### config.mk
export PLATFORM = sky130hd
export DESIGN_NAME = tt_ripple_alu
export DESIGN_NICKNAME = d
export VERILOG_FILES = /design/src/rtl/tt_ripple_alu.sv
export SDC_FILE = /design/constraint.sdc
export NUM_CORES = 1
export LEC_CHECK = 0
export ABC_AREA = 1
export CAP_MARGIN = 20
export CORE_MARGIN = 2
export CORE_UTILIZATION = 55
export DETAILED_ROUTE_END_ITERATION = 8
export PLACE_DENSITY = 0.89
export SLEW_MARGIN = 40
export SYNTH_ARGS = -nofsm -noshare
export SYNTH_HDL_FRONTEND = slang
export SYNTH_SLANG_ARGS = --single-unit
export TNS_END_PERCENT = 10
### constraint.sdc
create_clock -name vclk -period 10.9
set_input_delay 2.725 -clock vclk [all_inputs]
set_output_delay 2.725 -clock vclk [all_outputs]
set_load 0.005 [all_outputs]
### src/rtl/tt_ripple_alu.sv
module tt_ripple_alu #(
  parameter int W = 8
) (
  input  logic [W-1:0] opa,
  input  logic [W-1:0] opb,
  input  logic         cin,
  input  logic [7:0]   res_tt,
  input  logic [7:0]   cry_tt,
  output logic [W-1:0] result,
  output logic         cout
);
  logic [W:0] chain;

  assign chain[0] = cin;

  for (genvar i = 0; i < W; i++) begin : g_slice
    logic [2:0] idx;
    assign idx         = {opa[i], opb[i], chain[i]};
    assign result[i]   = res_tt[idx];
    assign chain[i+1]  = cry_tt[idx];
  end

  assign cout = chain[W];
endmodule

==> flow_results.org <==
** Status
- Outcome :: completed

** Place
- Prior to clock tree synthesis, the placed netlist has a worst setup slack of around 0.74 ns.
- Routability Congestion :: just under 0.9
- The number of placed instances, taps included, is 321.
- Half-perimeter wire length after placement :: approximately 3.4 mm
- In this run the tool buffered the top-level ports with 42 buffer cells.
- Summing all placed instances gives a cell area of between 0.0015 and 0.002 mm².

** Timing
- Endpoints failing hold :: 0
- Setup violations remaining at the end of the flow were counted as 0.
- Static timing analysis puts the maximum clock frequency at 98.1 MHz.
- Setup repair after global routing missed its margin :: no
- Pins Over Slew Limit :: 0
- On the final layout, the worst hold slack is 6.44 ns.
- After routing, the total negative slack on setup checks comes to 0 ns.
- Measured against its own limit, the worst slew margin works out to about 72%.
- Final critical delay including setup and external delays :: between 10 and 15 ns
- For the pin with the worst max-slew slack, the measured transition is 0.419 ns.
- Setup ws final :: approximately 0.7 ns
- In the finished design, the share of the clock period the worst path needs comes to 93.5%.

** Layout
- Final layout net count :: 326
- Cell area after layout :: 0.00188 mm²
- Share of cells above drive strength 1 :: about 14%
- Commonest cells after routing, fill and taps aside :: sky130_fd_sc_hd__nand2_1 (55), sky130_fd_sc_hd__nand3_1 (54), sky130_fd_sc_hd__clkdlybuf4s50_1 (42), sky130_fd_sc_hd__inv_1 (32)
- There are 0 flip-flops and latches.
- Most frequent standard cell in the layout excluding fill and tap cells :: sky130_fd_sc_hd__nand2_1
- Antenna diode count :: 0
- The layout has 0 clock buffers.
- The count of cells in the finished layout, fillers not included, comes to 321.
- Flip-flop and latch area :: 0 µm²
- Area Growth Syn to Fin :: 25.5%

** Critical path
- Crit-path max FO :: 12
- STA puts the critical path data required time at about 8 ns.
- Critical Path Source :: cry_tt[1]
- Among the stages of the critical path, the cell type that occurs most often is sky130_fd_sc_hd__nand2_1.
- Stages on worst setup path :: 36
- The cell family contributing the most delay on the critical path is simple AND/OR/NAND/NOR gates.
- The most critical setup path has its endpoint at result[7].
- Type of element launching the critical path :: input pin
- Standard cell with the maximum stage delay on the critical path :: sky130_fd_sc_hd__clkdlybuf4s50_1
- Category of the worst setup path capture point :: output pin
- Counting both buffers and inverters, the worst setup path holds a total of 3.
- Max stage delay on crit path :: 0.59 ns
- At the worst endpoint, the arrival time is 7.47 ns.
- Kind of critical path :: input pin to output pin

** GRT
- Entering global routing, the biggest net connects 13 pins.
- Global-route wire length before repair :: 7.64 mm
- The via count of the first global-routing pass is ~1,600.
- Combined global-route utilization of all metal layers :: a little under 30%
- The number of antenna violations at the first check in global routing came to 0.
- Summed over all layers, the global routing overflow is 0.

** Route
- Iteration-0 DRC Markers :: 127
- For this run, design rule violations remaining after detail routing come to 0.
- First drt pass iteration count :: 5
- Detail-routed via count per cell :: just under 6
- The routed layout has 1,899 vias.
- After detailed routing, the average wire length per cell comes to between 10 and 15 µm.
- For this block, the routed nets add up to 4.51 mm of wire.
- Post-route antenna net violation count :: 0

** Synthesis
- During synthesis, Yosys emitted a total of 0 warnings.
- Counting distinct cell types in the post-synthesis netlist gives 16.
- For this run, the register share of the synthesized area comes to 0%.
- Cell count after synthesis :: roughly 260
- A synthesized cell averages slightly below 6 µm².
- Post-synthesis cell area :: around 0.0015 mm²
- When the netlist entered floorplanning its net count stood at about 290.

** Pwr
- The worst-case IR drop observed on VDD is 0.0000415 V.
- Dividing total power by cell area gives a power density of 58.5 mW/mm².
- Total leakage power :: roughly 0.00086 µW

** Floorplanning
- Pin placement for this block handled 42 I/O pins.
- X dimension of the die :: 56.2 µm
- For this configuration, the core starts out at a cell density of between 50% and 60%.
- Area of the die :: 0.00316 mm²
- The floorplan has 18 rows.
- The core region is approximately 0.0025 mm².
- The die is between 50 and 60 µm tall.

** Clock tree
- The number of setup buffers added after CTS is 0.
- Cts hold-fix bufs :: 0
- Gates resized during post-CTS repair numbered 0.

** Worst hold path
- The min-delay analysis places its worst path in the category input pin to output pin.

** Run
- Max-cap violations in this run came to 0.
[power by group]
group	leakage, µW	internal [µW]	switching (µW)
clock	0	0	0
sequential	0	0	0
combinational	0.000862	46.2	63.9
total	0.000862	46.2	63.9
[synth_stat cells, drive strengths merged]
master | number | share of area [%]
nand3 | 82 | 43
nand2 | 66 | 20
inv | 32 | 8.0
a21oi | 26 | 8.7
o21ai | 26 | 8.7
a31oi | 7 | 2.9
buf | 7 | 5.5
nor2 | 6 | 1.5
a221oi | 1 | 0.58
clkinv | 1 | 0.58
o211ai | 1 | 0.50
[layout make-up]
type	count	area, µm²
inverter	33	129
tap	30	37.5
multi-input combinational	215	1290
fill	231	639
timing repair buffer	43	428
[cell families after synthesis]
group                  Yosys count  share of synthesized area, %
AND/OR/NAND/NOR                154                          64.6
AO/OA/AOI/OAI                   61                          21.4
buffers and inverters           40                          14.1
[how the worst min path moves through the flow]
stage                           end  slack, ns  cells after the start    from
after floorplan           result[2]       5.52                      1  opa[2]
after global placement         cout       6.45                      4  opa[7]
after detailed placement       cout       6.45                      4  opa[7]
after CTS                      cout       6.45                      4  opa[7]
after global routing           cout       6.49                      4  opa[7]
final                          cout       6.44                      4  opa[7]
[through the flow]
step           total power (µW)  util, %
6_report                    110     74.7
3_3_place_gp                108     74.7
5_1_grt                     122     74.7
3_5_place_dp                109     74.7
2_1_floorplan              77.1        -
4_1_cts                     109     74.7
[layer usage]
metal | global-route usage (%) | vias to the layer above | part of all wire [%]
li1 | - | 960 | -
met1 | 45.2 | 827 | 44
met2 | 43.7 | 106 | 45
met3 | 0.698 | 6 | 11
met4 | 4.76 | 0 | 0.78
met5 | 0 | - | 0
Note: power is estimated with default switching activity, not from simulation.
